## config.mk

```make
export PLATFORM = sky130hd
export DESIGN_NAME = audio_fifo_regs
export DESIGN_NICKNAME = d
export VERILOG_FILES = /design/src/rtl/afr_pkg.sv /design/src/rtl/afr_wr_path.sv /design/src/rtl/afr_rd_path.sv /design/src/rtl/audio_fifo_regs.sv
export SDC_FILE = /design/constraint.sdc
export NUM_CORES = 1
export LEC_CHECK = 0
export CAP_MARGIN = 25
export CORE_MARGIN = 2
export CORE_UTILIZATION = 30
export CTS_CLUSTER_SIZE = 8
export DETAILED_ROUTE_END_ITERATION = 6
export GPL_TIMING_DRIVEN = 0
export SYNTH_ARGS = -nofsm -noshare
export SYNTH_HDL_FRONTEND = slang
export SYNTH_HIERARCHICAL = 1
export SYNTH_SLANG_ARGS = --single-unit
```

## constraint.sdc

```tcl
create_clock -name clk -period 2 [get_ports clk]
set_clock_uncertainty 0.15 [all_clocks]
set_input_delay 0.4 -clock clk [delete_from_list [all_inputs] [get_ports clk]]
set_output_delay 0.4 -clock clk [all_outputs]
set_load 0.005 [all_outputs]
```

## src/rtl/afr_pkg.sv

```systemverilog
package afr_pkg;
  localparam int unsigned REG_CTRL = 0;
  localparam int unsigned REG_PLAY = 1;
  localparam int unsigned REG_CAP  = 2;
  localparam int STAT_CAP_EMPTY  = 2;
  localparam int STAT_PLAY_EMPTY = 3;
  localparam int STAT_CAP_FULL   = 4;
  localparam int STAT_PLAY_FULL  = 5;
  localparam logic [1:0] RESP_OKAY = 2'b00;
endpackage

```

## src/rtl/afr_wr_path.sv

```systemverilog
module afr_wr_path #(
  parameter int ADDR_W = 6,
  parameter int DATA_W = 32
) (
  input  logic              clk,
  input  logic              rst,
  input  logic [ADDR_W-1:0] awaddr,
  input  logic              awvalid,
  input  logic [DATA_W-1:0] wdata,
  input  logic              wvalid,
  input  logic              bready,
  input  logic              play_full,
  output logic              addr_ready,
  output logic              bvalid,
  output logic [DATA_W-1:0] play_data,
  output logic              play_wr,
  output logic              play_rst,
  output logic              cap_rst
);
  localparam int IDX_W = ADDR_W - 2;
  localparam logic [IDX_W-1:0] I_CTRL = IDX_W'(afr_pkg::REG_CTRL);
  localparam logic [IDX_W-1:0] I_PLAY = IDX_W'(afr_pkg::REG_PLAY);

  logic             accept_q;
  logic             aligned;
  logic [IDX_W-1:0] idx;

  assign aligned    = (awaddr[1:0] == 2'b00);
  assign idx        = awaddr[ADDR_W-1:2];
  assign addr_ready = accept_q;

  always_ff @(posedge clk) begin
    if (rst) begin
      accept_q  <= 1'b0;
      bvalid    <= 1'b0;
      play_data <= '0;
      play_wr   <= 1'b0;
      play_rst  <= 1'b0;
      cap_rst   <= 1'b0;
    end else begin
      play_wr  <= 1'b0;
      play_rst <= 1'b0;
      cap_rst  <= 1'b0;
      if (accept_q) begin
        accept_q <= 1'b0;
        bvalid   <= 1'b1;
        if (aligned && idx == I_CTRL) begin
          play_rst <= wdata[0];
          cap_rst  <= wdata[1];
        end else if (aligned && idx == I_PLAY && !play_full) begin
          play_wr   <= 1'b1;
          play_data <= wdata;
        end
      end else if (awvalid && wvalid && !bvalid) begin
        accept_q <= 1'b1;
      end
      if (bvalid && bready) bvalid <= 1'b0;
    end
  end

  assert_ready_pulse_R2: assert property (@(posedge clk) disable iff (rst)
    addr_ready |=> !addr_ready && bvalid);
  assert_bresp_hold_R2: assert property (@(posedge clk) disable iff (rst)
    bvalid && !bready |=> bvalid);
  assert_no_push_full_R4: assert property (@(posedge clk) disable iff (rst)
    play_wr |-> !$past(play_full));
  assert_play_rst_pulse_R5: assert property (@(posedge clk) disable iff (rst)
    play_rst |=> !play_rst);
  assert_cap_rst_pulse_R5: assert property (@(posedge clk) disable iff (rst)
    cap_rst |=> !cap_rst);
endmodule

```

## src/rtl/afr_rd_path.sv

```systemverilog
module afr_rd_path #(
  parameter int ADDR_W = 6,
  parameter int DATA_W = 32
) (
  input  logic              clk,
  input  logic              rst,
  input  logic [ADDR_W-1:0] araddr,
  input  logic              arvalid,
  input  logic              rready,
  input  logic [DATA_W-1:0] cap_data,
  input  logic              cap_empty,
  input  logic              cap_full,
  input  logic              play_empty,
  input  logic              play_full,
  output logic              arready,
  output logic              rvalid,
  output logic [DATA_W-1:0] rdata,
  output logic              cap_rd
);
  localparam int IDX_W = ADDR_W - 2;
  localparam logic [IDX_W-1:0] I_CTRL = IDX_W'(afr_pkg::REG_CTRL);
  localparam logic [IDX_W-1:0] I_CAP  = IDX_W'(afr_pkg::REG_CAP);

  logic              aligned;
  logic [IDX_W-1:0]  idx;
  logic [DATA_W-1:0] status;
  logic [DATA_W-1:0] rd_value;
  logic              pop_now;

  assign aligned = (araddr[1:0] == 2'b00);
  assign idx     = araddr[ADDR_W-1:2];

  always_comb begin
    status = '0;
    status[afr_pkg::STAT_CAP_EMPTY]  = cap_empty;
    status[afr_pkg::STAT_PLAY_EMPTY] = play_empty;
    status[afr_pkg::STAT_CAP_FULL]   = cap_full;
    status[afr_pkg::STAT_PLAY_FULL]  = play_full;
  end

  always_comb begin
    rd_value = '0;
    pop_now  = 1'b0;
    if (aligned && idx == I_CTRL) begin
      rd_value = status;
    end else if (aligned && idx == I_CAP && !cap_empty) begin
      rd_value = cap_data;
      pop_now  = 1'b1;
    end
  end

  always_ff @(posedge clk) begin
    if (rst) begin
      arready <= 1'b0;
      rvalid  <= 1'b0;
      rdata   <= '0;
      cap_rd  <= 1'b0;
    end else begin
      cap_rd <= 1'b0;
      if (arready) begin
        arready <= 1'b0;
        rvalid  <= 1'b1;
        rdata   <= rd_value;
        cap_rd  <= pop_now;
      end else if (arvalid && !rvalid) begin
        arready <= 1'b1;
      end
      if (rvalid && rready) rvalid <= 1'b0;
    end
  end

  assert_pop_single_R7: assert property (@(posedge clk) disable iff (rst)
    cap_rd |=> !cap_rd);
  assert_pop_with_resp_R7: assert property (@(posedge clk) disable iff (rst)
    cap_rd |-> rvalid);
  assert_rdata_hold_R7: assert property (@(posedge clk) disable iff (rst)
    rvalid && !rready |=> rvalid && $stable(rdata));
  assert_no_pop_empty_R8: assert property (@(posedge clk) disable iff (rst)
    cap_rd |-> !$past(cap_empty));
  assert_ar_pulse_R9: assert property (@(posedge clk) disable iff (rst)
    arready |=> !arready && rvalid);
endmodule

```

## src/rtl/audio_fifo_regs.sv

```systemverilog
module audio_fifo_regs #(
  parameter int NUM_REGS = 16,
  parameter int DATA_W   = 32,
  parameter int ADDR_W   = $clog2(NUM_REGS) + 2
) (
  input  logic              clk,
  input  logic              rst,
  input  logic [ADDR_W-1:0] s_awaddr,
  input  logic              s_awvalid,
  output logic              s_awready,
  input  logic [DATA_W-1:0] s_wdata,
  input  logic              s_wvalid,
  output logic              s_wready,
  output logic [1:0]        s_bresp,
  output logic              s_bvalid,
  input  logic              s_bready,
  input  logic [ADDR_W-1:0] s_araddr,
  input  logic              s_arvalid,
  output logic              s_arready,
  output logic [DATA_W-1:0] s_rdata,
  output logic [1:0]        s_rresp,
  output logic              s_rvalid,
  input  logic              s_rready,
  output logic [DATA_W-1:0] play_data,
  output logic              play_wr,
  input  logic              play_full,
  input  logic              play_empty,
  output logic              play_rst,
  input  logic [DATA_W-1:0] cap_data,
  output logic              cap_rd,
  input  logic              cap_full,
  input  logic              cap_empty,
  output logic              cap_rst,
  output logic              irq
);
  logic wr_ready;

  afr_wr_path #(.ADDR_W(ADDR_W), .DATA_W(DATA_W)) u_wr (
    .clk(clk), .rst(rst),
    .awaddr(s_awaddr), .awvalid(s_awvalid),
    .wdata(s_wdata), .wvalid(s_wvalid),
    .bready(s_bready), .play_full(play_full),
    .addr_ready(wr_ready), .bvalid(s_bvalid),
    .play_data(play_data), .play_wr(play_wr),
    .play_rst(play_rst), .cap_rst(cap_rst)
  );

  afr_rd_path #(.ADDR_W(ADDR_W), .DATA_W(DATA_W)) u_rd (
    .clk(clk), .rst(rst),
    .araddr(s_araddr), .arvalid(s_arvalid), .rready(s_rready),
    .cap_data(cap_data), .cap_empty(cap_empty), .cap_full(cap_full),
    .play_empty(play_empty), .play_full(play_full),
    .arready(s_arready), .rvalid(s_rvalid), .rdata(s_rdata),
    .cap_rd(cap_rd)
  );

  assign s_awready = wr_ready;
  assign s_wready  = wr_ready;
  assign s_bresp   = afr_pkg::RESP_OKAY;
  assign s_rresp   = afr_pkg::RESP_OKAY;
  assign irq       = 1'b0;
endmodule

```

# Word-level counts from Yosys, hierarchy flattened
# Cells that the tools add are included.
totals:
  regBits: 72
  input_bits: 87
  out_inout_bits: 78
  word_cells: 48
classes:
  n_eq_ne: 2
  mux: 6
  bitwise_logic: 3
  reduce_logical: 27
op_table:
  columns: ["op", "count"]
  rows:
  - ["32-bit 2-to-1 mux", 2]
  - ["1-bit logical AND", 11]
  - ["3-bit OR reduction", 3]
  - ["4-bit zero test", 2]
  - ["2-bit OR reduction", 4]
  - ["4-bit by 1-bit equality test with 1-bit output (second input constant)", 1]
  - ["4-bit by 2-bit equality test with 1-bit output (second input constant)", 1]
  - ["1-bit zero test", 4]
  - ["2-bit zero test", 2]
  - ["1-bit 2-to-1 mux", 4]
  - ["1-bit NOT", 3]
  - ["3-bit AND reduction", 1]

# Longest topological paths before layout
# Gate-level depths: netlist (run 1).
depth:
  ltp_word: 5
  mapped_depth: 5
  depth_no_buf: 3

# By module
# The synthesis (run 1) kept the hierarchy.
by_module_without_submodules:
  columns: ["module", "n_inst", "cells_each", "area_per_inst_um2", "seq_area_each_um2"]
  rows:
  - ["afr_wr_path", 1, 155, 1637.8, 740.7]
  - ["afr_rd_path", 1, 159, 1566.5, 700.7]
  - ["audio_fifo_regs", 1, 7, 48.8, 0.0]

# Worst setup path after synthesis (run 1)
# OpenSTA, ideal clock, no wires.
synth_timing:
  kind: "input port to flip-flop"
  start: "in s_awaddr[1]"
  end: "reg u_wr.play_data[0]"
  setup_time_ps: 72
  arrival_ps: 1326
  t_required_ps: 1778
  path_slack_ps: 452
  stages: 5
  n_path_buf: 2
  path_cell_list: "nor4b_2 > and4b_1 > buf_6 > buf_12 > mux2i_1"
synth_between:
  elab_chain_cells: 4
  elab_cells_between_ends: 6
  cone_classes: "bitwise (1); reduce/logical (5)"
synth_rtl:
  columns: ["element", "line_no", "rtl"]
  rows:
  - ["start: declaration", "audio_fifo_regs.sv:8", "input logic [ADDR_W-1:0] s_awaddr,"]
  - ["2-bit zero test *", "afr_wr_path.sv:28", "assign aligned = (awaddr[1:0] == 2'b00);"]
  - ["1-bit logical AND, on equally long branches", "afr_wr_path.sv:50, afr_wr_path.sv:47", null]
  - ["1-bit logical AND / 1-bit NOT (equally long branches)", null, null]
  - ["3-bit AND reduction (no source line) *", null, null]
  - ["end signal: assignment", "afr_wr_path.sv:52", "play_data <= wdata;"]
  - ["end: declaration", "afr_wr_path.sv:15", "output logic [DATA_W-1:0] play_data,"]
# Mark *: on every way between the ends. The rest lies on a longest branch, timed or not.
# A chain may end at the register's enable or synchronous reset.

# Worst setup path after layout (run 1)
layout_timing:
  start: "reg u_rd.arready"
  end: "out s_arready"
layout_rtl:
  columns: ["element", "line_no", "rtl"]
  rows:
  - ["start: declaration", "afr_rd_path.sv:15", "output logic arready,"]
  - ["start signal: assignment", "afr_rd_path.sv:54", "arready <= 1'b0;"]
  - ["start signal: assignment", "afr_rd_path.sv:61", "arready <= 1'b0;"]
  - ["start signal: assignment", "afr_rd_path.sv:66", "arready <= 1'b1;"]
  - ["end: declaration", "audio_fifo_regs.sv:19", "output logic s_arready,"]
# No word-level cell between the ends.

==> impl_metrics.tcl, run 1 <==
set metrics [dict create \
    status "completed" \
    drtPass1Iterations 4 \
    vias 2790 \
    p_comb_share_pct 11.3 \
    grt_max_degree 12 \
    synth_area_sq_mm 0.00325 \
    yosysUniqueCellTypes 28 \
    dieArea_sq_mm 0.0117 \
    endpoint_kind "output port" \
    pwr-share-seq_pct 49.2 \
    dp.cells 623 \
    hpwl_microns 6680 \
    die_w_microns 108 \
    peakVddDrop_v 0.000291 \
    synth_seq_cells 72 \
    ant_nets 0 \
    fin_nets 581 \
    path_max_fanout 9 \
    finalSetupViolations 0 \
    worstHoldEndpoint "u_rd/rdata[22]$_SDFFE_PP0P_" \
    cap_violations 0 \
    cp.required_ns 1.45 \
    worstHoldPathCells 2 \
    cp_slowest_cell "clkdlybuf4s50_1" \
    rsz0062_at_grt "no" \
    post_cts_buffers 0 \
    path_class "flop to output port" \
    start_kind "flop" \
    min_from "u_rd/rdata[22]$_SDFFE_PP0P_" \
    first_global_vias 2866 \
    cp_num_buf_inv 1 \
    relSlewSlack_pct 52.0 \
    place_ws_ns -0.158 \
    cpPeakStageDelay_ns 0.54 \
    drt-initial-drc-count 80 \
    die_y_microns 108 \
    power.density_mw_per_mm2 563 \
    netlist_instances 321 \
    clock_latency_ns 0.33 \
    cts.sinks 72 \
    synthArstFlopShare_pct 0 \
    cp_top_family "buffers and inverters" \
    path_clk_slew_ns 0.08 \
    finalNonFillerCells 637 \
    min_path_type "flop to flop" \
    yosysSeqAreaShare_pct 44.3 \
    rr_startpoint "u_wr/addr_ready$_SDFF_PP0_" \
    p_sw_uw 656 \
    intPower_mw 2.28 \
    synth_flop_cell "dfxtp_1" \
    syn_avg_cell_area_sq_um 10.1 \
    post_drt_wl_per_cell_microns 13.8 \
    portBuffers 158 \
    nFillCells 1017 \
    synth-edff-count 0 \
    fmaxAchievable_ghz 0.538 \
    ios 165 \
    routabilityCongestion 0.754 \
    overflow 0 \
    leakagePower_nw 1.69 \
    arrival_ns 1.31 \
    area_growth_pct 60.5 \
    p_clk_share_pct 39.5 \
    cp.depth 1 \
    htreeDepth 3 \
    vias_per_cell 4.38 \
    fin_ws_ns 0.141 \
    gr-usage-all-layers_pct 15.3 \
    ctsHoldBuffers 0 \
    diodes 0 \
    clockBufferDepth 2 \
    drive_above_1_share_pct 16.9 \
    antenna_found_initial 0 \
    finalHoldViolations 0 \
    tns_ns 0 \
    finalMaxSlewViolations 0 \
    worst_pin_slew_ns 0.719 \
    cts_tree "yes" \
    reg2reg_slack_ns 0.37 \
    ys_warn_count 6 \
    reg2reg_depth 5 \
    period_share_pct 92.9 \
    root_buffer "clkbuf_8" \
    reg2reg_to "u_wr/play_data[14]$_SDFFE_PP0P_" \
    core_sq_mm 0.0107 \
    crit_chain "clkdlybuf4s50_1" \
    start_util_pct 30.4 \
    period_minus_slack_ns 1.86 \
    grt_pass1_wl_microns 14200 \
    numCtsBuffers 9 \
    switching_share_pct 22.3 \
    drc 0 \
    routed_wl_microns 8790 \
    rows 38 \
]
-- power groups by stage --
stage / Combinational [mW] / Clock [mW] / Sequential [mW]
floorplan: 0.114 / 0 / 1.48
finish: 0.331 / 1.16 / 1.45
detailed placement: 0.334 / 0 / 1.48
CTS: 0.336 / 1.21 / 1.45
global route: 0.360 / 1.26 / 1.45
global placement: 0.332 / 0 / 1.48
-- cell type report --
type	count	area [sq um]	share of cell area [%]
multi-input cells	222	1590	30.5
repair buffers	158	1580	30.3
flip-flops and latches	72	1440	27.6
plain buffers	29	225	4.31
well taps	140	175	3.36
clock buffers	11	151	2.90
clock inverters	3	42.5	0.815
inverters	2	7.51	0.144
-- per-layer routing --
layer  vias up  track usage, %  part of all wire [%]
met3        13            5.36                   9.7
met4         0            5.13                   1.4
met1      1256            19.1                    45
met2       116            24.5                    44
met5         -               0                     0
li1       1405               -                     -
-- worst reg2reg max path: stages, from the launching register on --
cell and delay (ns):
dfxtp_1 0.37, nor4b_2 0.27, and4b_1 0.26, buf_6 0.16, buf_12 0.15, mux2i_1 0.20
-- what timing repair did --
action,4_1_cts,5_1_grt
setup endpoints to repair,1,0
resized for setup,1,0
endpoints found under the hold margin,0,0
-- worst max-delay path by stage --
stage	from	to	slack [ns]
finish	u_rd/arready$_SDFF_PP0_	s_arready	0.14
global placement	cap_empty	u_rd/rdata[10]$_SDFFE_PP0P_	-0.17
floorplan	s_awaddr[1]	u_wr/play_data[0]$_SDFFE_PP0P_	0.45
detailed placement	s_awaddr[1]	u_wr/play_data[14]$_SDFFE_PP0P_	-0.16
CTS	u_wr/addr_ready$_SDFF_PP0_	s_wready	0.11
global route	u_wr/addr_ready$_SDFF_PP0_	s_wready	0.07
-- cells by family after synthesis --
family	count (synthesis)	share of synthesized area, %
AND/OR/NAND/NOR	146	29.5
flip-flops	72	44.3
AO/OA/AOI/OAI	39	9.12
multiplexers	32	9.85
buffers and inverters	31	7.15
other	1	0.115
-- flip-flops by register name, summed over array words and instances, names as in the netlist --
name             flops
u_rd/rdata          32
u_rd/cap_rd          1
u_wr/play_data      32
u_wr/play_rst        1
u_wr/addr_ready      1
u_wr/cap_rst         1
u_wr/bvalid          1
u_rd/arready         1
u_wr/play_wr         1
u_rd/rvalid          1
-- Yosys cell counts (4+ instances only) --
cell | number | share of area (%)
nand2_1 | 31 | 3.6
mux2i_1 | 32 | 9.8
nor2_1 | 6 | 0.69
a21oi_1 | 11 | 1.7
nand2b_1 | 64 | 12
dfxtp_1 | 72 | 44
nand3_1 | 7 | 1.1
clkbuf_1 | 13 | 1.5
buf_6 | 5 | 1.7
buf_4 | 7 | 1.6
a21oi_2 | 22 | 5.9
nand3_2 | 22 | 6.8
nor4b_1 | 4 | 1.1
-- through the flow --
| stage | hold slack (ns) | power, mW | area (sq um) | util (%) |
|---|---|---|---|---|
| 4_1_cts | 0.317 | 2.99 | 5220 | 48.8 |
| 5_1_grt | 0.338 | 3.06 | 5220 | 48.8 |
| 2_1_floorplan | 0.306 | 1.59 | 3270 | - |
| 3_3_place_gp | 0.298 | 1.81 | 5020 | 47.0 |
| 3_5_place_dp | 0.305 | 1.81 | 5020 | 47.0 |
| 6_report | 0.315 | 2.94 | 5220 | 48.8 |
-- layout by cell type (no fill, tap or decap), types with 2 or more instances in the layout --
cell,count
and2b_4,3
a21oi_2,22
a211oi_1,3
clkbuf_8,11
clkbuf_1,13
buf_12,3
nor4b_1,4
buf_4,7
nor3_1,2
conb_1,5
a21oi_1,11
nand2b_1,64
nor2_1,6
mux2i_1,32
nor4b_2,2
clkdlybuf4s50_1,158
dfxtp_1,71
buf_6,5
a221oi_1,3
nand3_2,22
nand3_1,7
nand2_1,31
No activity file was read; power rests on OpenSTA's default activity.
==> run 2, diff against run 1 <==
--- a/config.mk
+++ b/config.mk
@@ -5,7 +5,8 @@
 export SDC_FILE = /design/constraint.sdc
 export NUM_CORES = 1
 export LEC_CHECK = 0
-export CAP_MARGIN = 25
+export ABC_AREA = 1
+export CAP_MARGIN = 20
 export CORE_MARGIN = 2
 export CORE_UTILIZATION = 30
 export CTS_CLUSTER_SIZE = 8
==> impl_metrics.tcl, run 2 <==
set metrics [dict create \
    die_y_microns 105 \
    status "completed" \
    netlist_top_cells_count "nand2_1 (101), nor2_1 (90), dfxtp_1 (72)" \
    synth_flop_cell "dfxtp_1" \
    p_sw_uw 673 \
    area_growth_pct 66.5 \
    fmaxAchievable_ghz 0.533 \
    top_layer_used "met4" \
    netlist_instances 425 \
    period_minus_slack_ns 1.88 \
    path_clk_slew_ns 0.07 \
    pwr-share-seq_pct 45.0 \
    synth_area_leaders "dfxtp_1 (47%), nand2_1 (12%), nor2_1 (11%)" \
    yosysUniqueCellTypes 22 \
    diodes 0 \
    rsz0062_at_grt "no" \
    antenna_found_initial 0 \
    synth_top_area_share_pct 47.3 \
    overflow 0 \
    cts.sinks 72 \
    synth.most_common_cell "nand2_1" \
    hpwl_microns 6630 \
    routabilityCongestion 0.714 \
    first_global_vias 3031 \
    p_clk_share_pct 45.0 \
    core_sq_mm 0.00982 \
    endpoint_kind "output port" \
    vias_per_cell 4.20 \
    synth_top_area_cell "dfxtp_1" \
    switching_share_pct 21.0 \
    power.density_mw_per_mm2 632 \
    post_cts_buffers 0 \
    drtPass1Iterations 4 \
    gr-usage-all-layers_pct 16.2 \
    path_class "flop to output port" \
    start_kind "flop" \
    reg_top3 "u_rd/rdata (32), u_wr/play_data (32)" \
    wl_met3_microns 749 \
    finalHoldViolations 0 \
    post_drt_wl_per_cell_microns 11.7 \
    grt_pass1_wl_microns 14200 \
    wl_met1_microns 3740 \
    numCtsBuffers 9 \
    root_buffer "clkbuf_8" \
    dr_wl_met2_microns 3960 \
    drive_above_1_share_pct 9.60 \
    die_w_microns 105 \
    ys_warn_count 6 \
    ant_nets 0 \
    fin_area_sq_mm 0.00508 \
    final_common_cell "clkdlybuf4s50_1" \
    finalMaxSlewViolations 0 \
    dieArea_sq_mm 0.0110 \
    htreeDepth 3 \
    cts_tree "yes" \
    clockBufferDepth 2 \
    grt_max_degree 13 \
    clock_latency_ns 0.34 \
    drc 0 \
    rows 36 \
    mostFrequentLayoutCells "clkdlybuf4s50_1 (159), nand2_1 (101), nor2_1 (90)" \
    synth-edff-count 0 \
    leakagePower_nw 2.29 \
    syn_avg_cell_area_sq_um 7.17 \
    drt-initial-drc-count 89 \
    cp.required_ns 1.45 \
    fin_nets 686 \
    p_comb_share_pct 10.0 \
    synth_area_sq_mm 0.00305 \
    synth_seq_cells 72 \
    start_util_pct 31.1 \
    synthArstFlopShare_pct 0 \
    routed_wl_microns 8630 \
    vias 3094 \
    tns_ns 0 \
    peakVddDrop_v 0.000305 \
    finalSetupViolations 0 \
    min_path_type "flop to flop" \
    yosysSeqAreaShare_pct 47.3 \
    arrival_ns 1.33 \
    intPower_mw 2.54 \
    postPlaceCellArea_sq_mm 0.00482 \
    path_max_fanout 5 \
    ios 165 \
    period_share_pct 93.8 \
    cap_violations 0 \
    portBuffers 159 \
]
[run 2: cell count changes after synthesis, moves of 32 or more]
cell	delta
nand2_1	+70
inv_1	+43
nand3_1	+59
nand2b_1	-64
mux2i_1	-32
nor2_1	+84
[run 2: metrics by stage]
step	hold slack, ns	instances	power (mW)	utilization, %	worst slack [ns]
after CTS	0.306	737	3.26	51.7	0.0000201
after floorplan	0.287	429	1.59	-	0.702
final	0.304	737	3.21	51.7	0.124
after detailed placement	0.292	721	1.80	49.1	0.0158
after global placement	0.286	721	1.80	49.1	0.0640
after global routing	0.322	737	3.35	51.7	0.0810
[run 2: worst paths after layout]
path	start	end	slack, ns	depth (start not counted)
max reg2reg	u_wr/addr_ready$_SDFF_PP0_	u_wr/play_data[21]$_SDFFE_PP0P_	0.58	6
max	u_wr/addr_ready$_SDFF_PP0_	s_wready	0.12	2
min reg2reg	u_rd/rdata[10]$_SDFFE_PP0P_	u_rd/rdata[10]$_SDFFE_PP0P_	0.30	2
min	u_rd/rdata[10]$_SDFFE_PP0P_	u_rd/rdata[10]$_SDFFE_PP0P_	0.30	2
[run 2: critical path: stages, from the launching register on]
cell and delay, ns:
dfxtp_2 0.39, buf_4 0.12, clkdlybuf4s50_1 0.48
[run 2: what timing repair did]
item | 4_1_cts | 5_1_grt
setup endpoints to repair | 0 | 1
hold buffers | 0 | 0
gates resized for setup | 0 | 1
[run 2: final cells by class]
class | count | area, sq um
Sequential cell | 72 | 1440
Multi-Input combinational cell | 279 | 1210
Clock inverter | 5 | 103
Tap cell | 133 | 166
Clock buffer | 11 | 151
Fill cell | 1010 | 4740
Timing Repair Buffer | 159 | 1590
Buffer | 28 | 225
Inverter | 50 | 188
[run 2: cells by family (layout without fill, tap and decap cells)]
family          after synthesis  in the layout  share of synthesized area (%)
simple gates                271            271                           38.6
flops                        72             72                           47.3
buf+inv                      78            253                           13.5
other cells                   1              5                          0.123
compound gates                3              3                          0.492
[run 2: layer usage]
layer | track usage, % | vias up
li1 | - | 1619
met3 | 5.55 | 14
met1 | 18.4 | 1343
met4 | 8.10 | 0
met2 | 26.9 | 118
met5 | 0 | -
[run 2: power groups by stage]
stage / Clock (mW) / Sequential, mW / Combinational, mW
finish: 1.44 / 1.44 / 0.321
global route: 1.55 / 1.45 / 0.353
CTS: 1.49 / 1.44 / 0.324
detailed placement: 0 / 1.48 / 0.322
global placement: 0 / 1.48 / 0.321
floorplan: 0 / 1.48 / 0.112
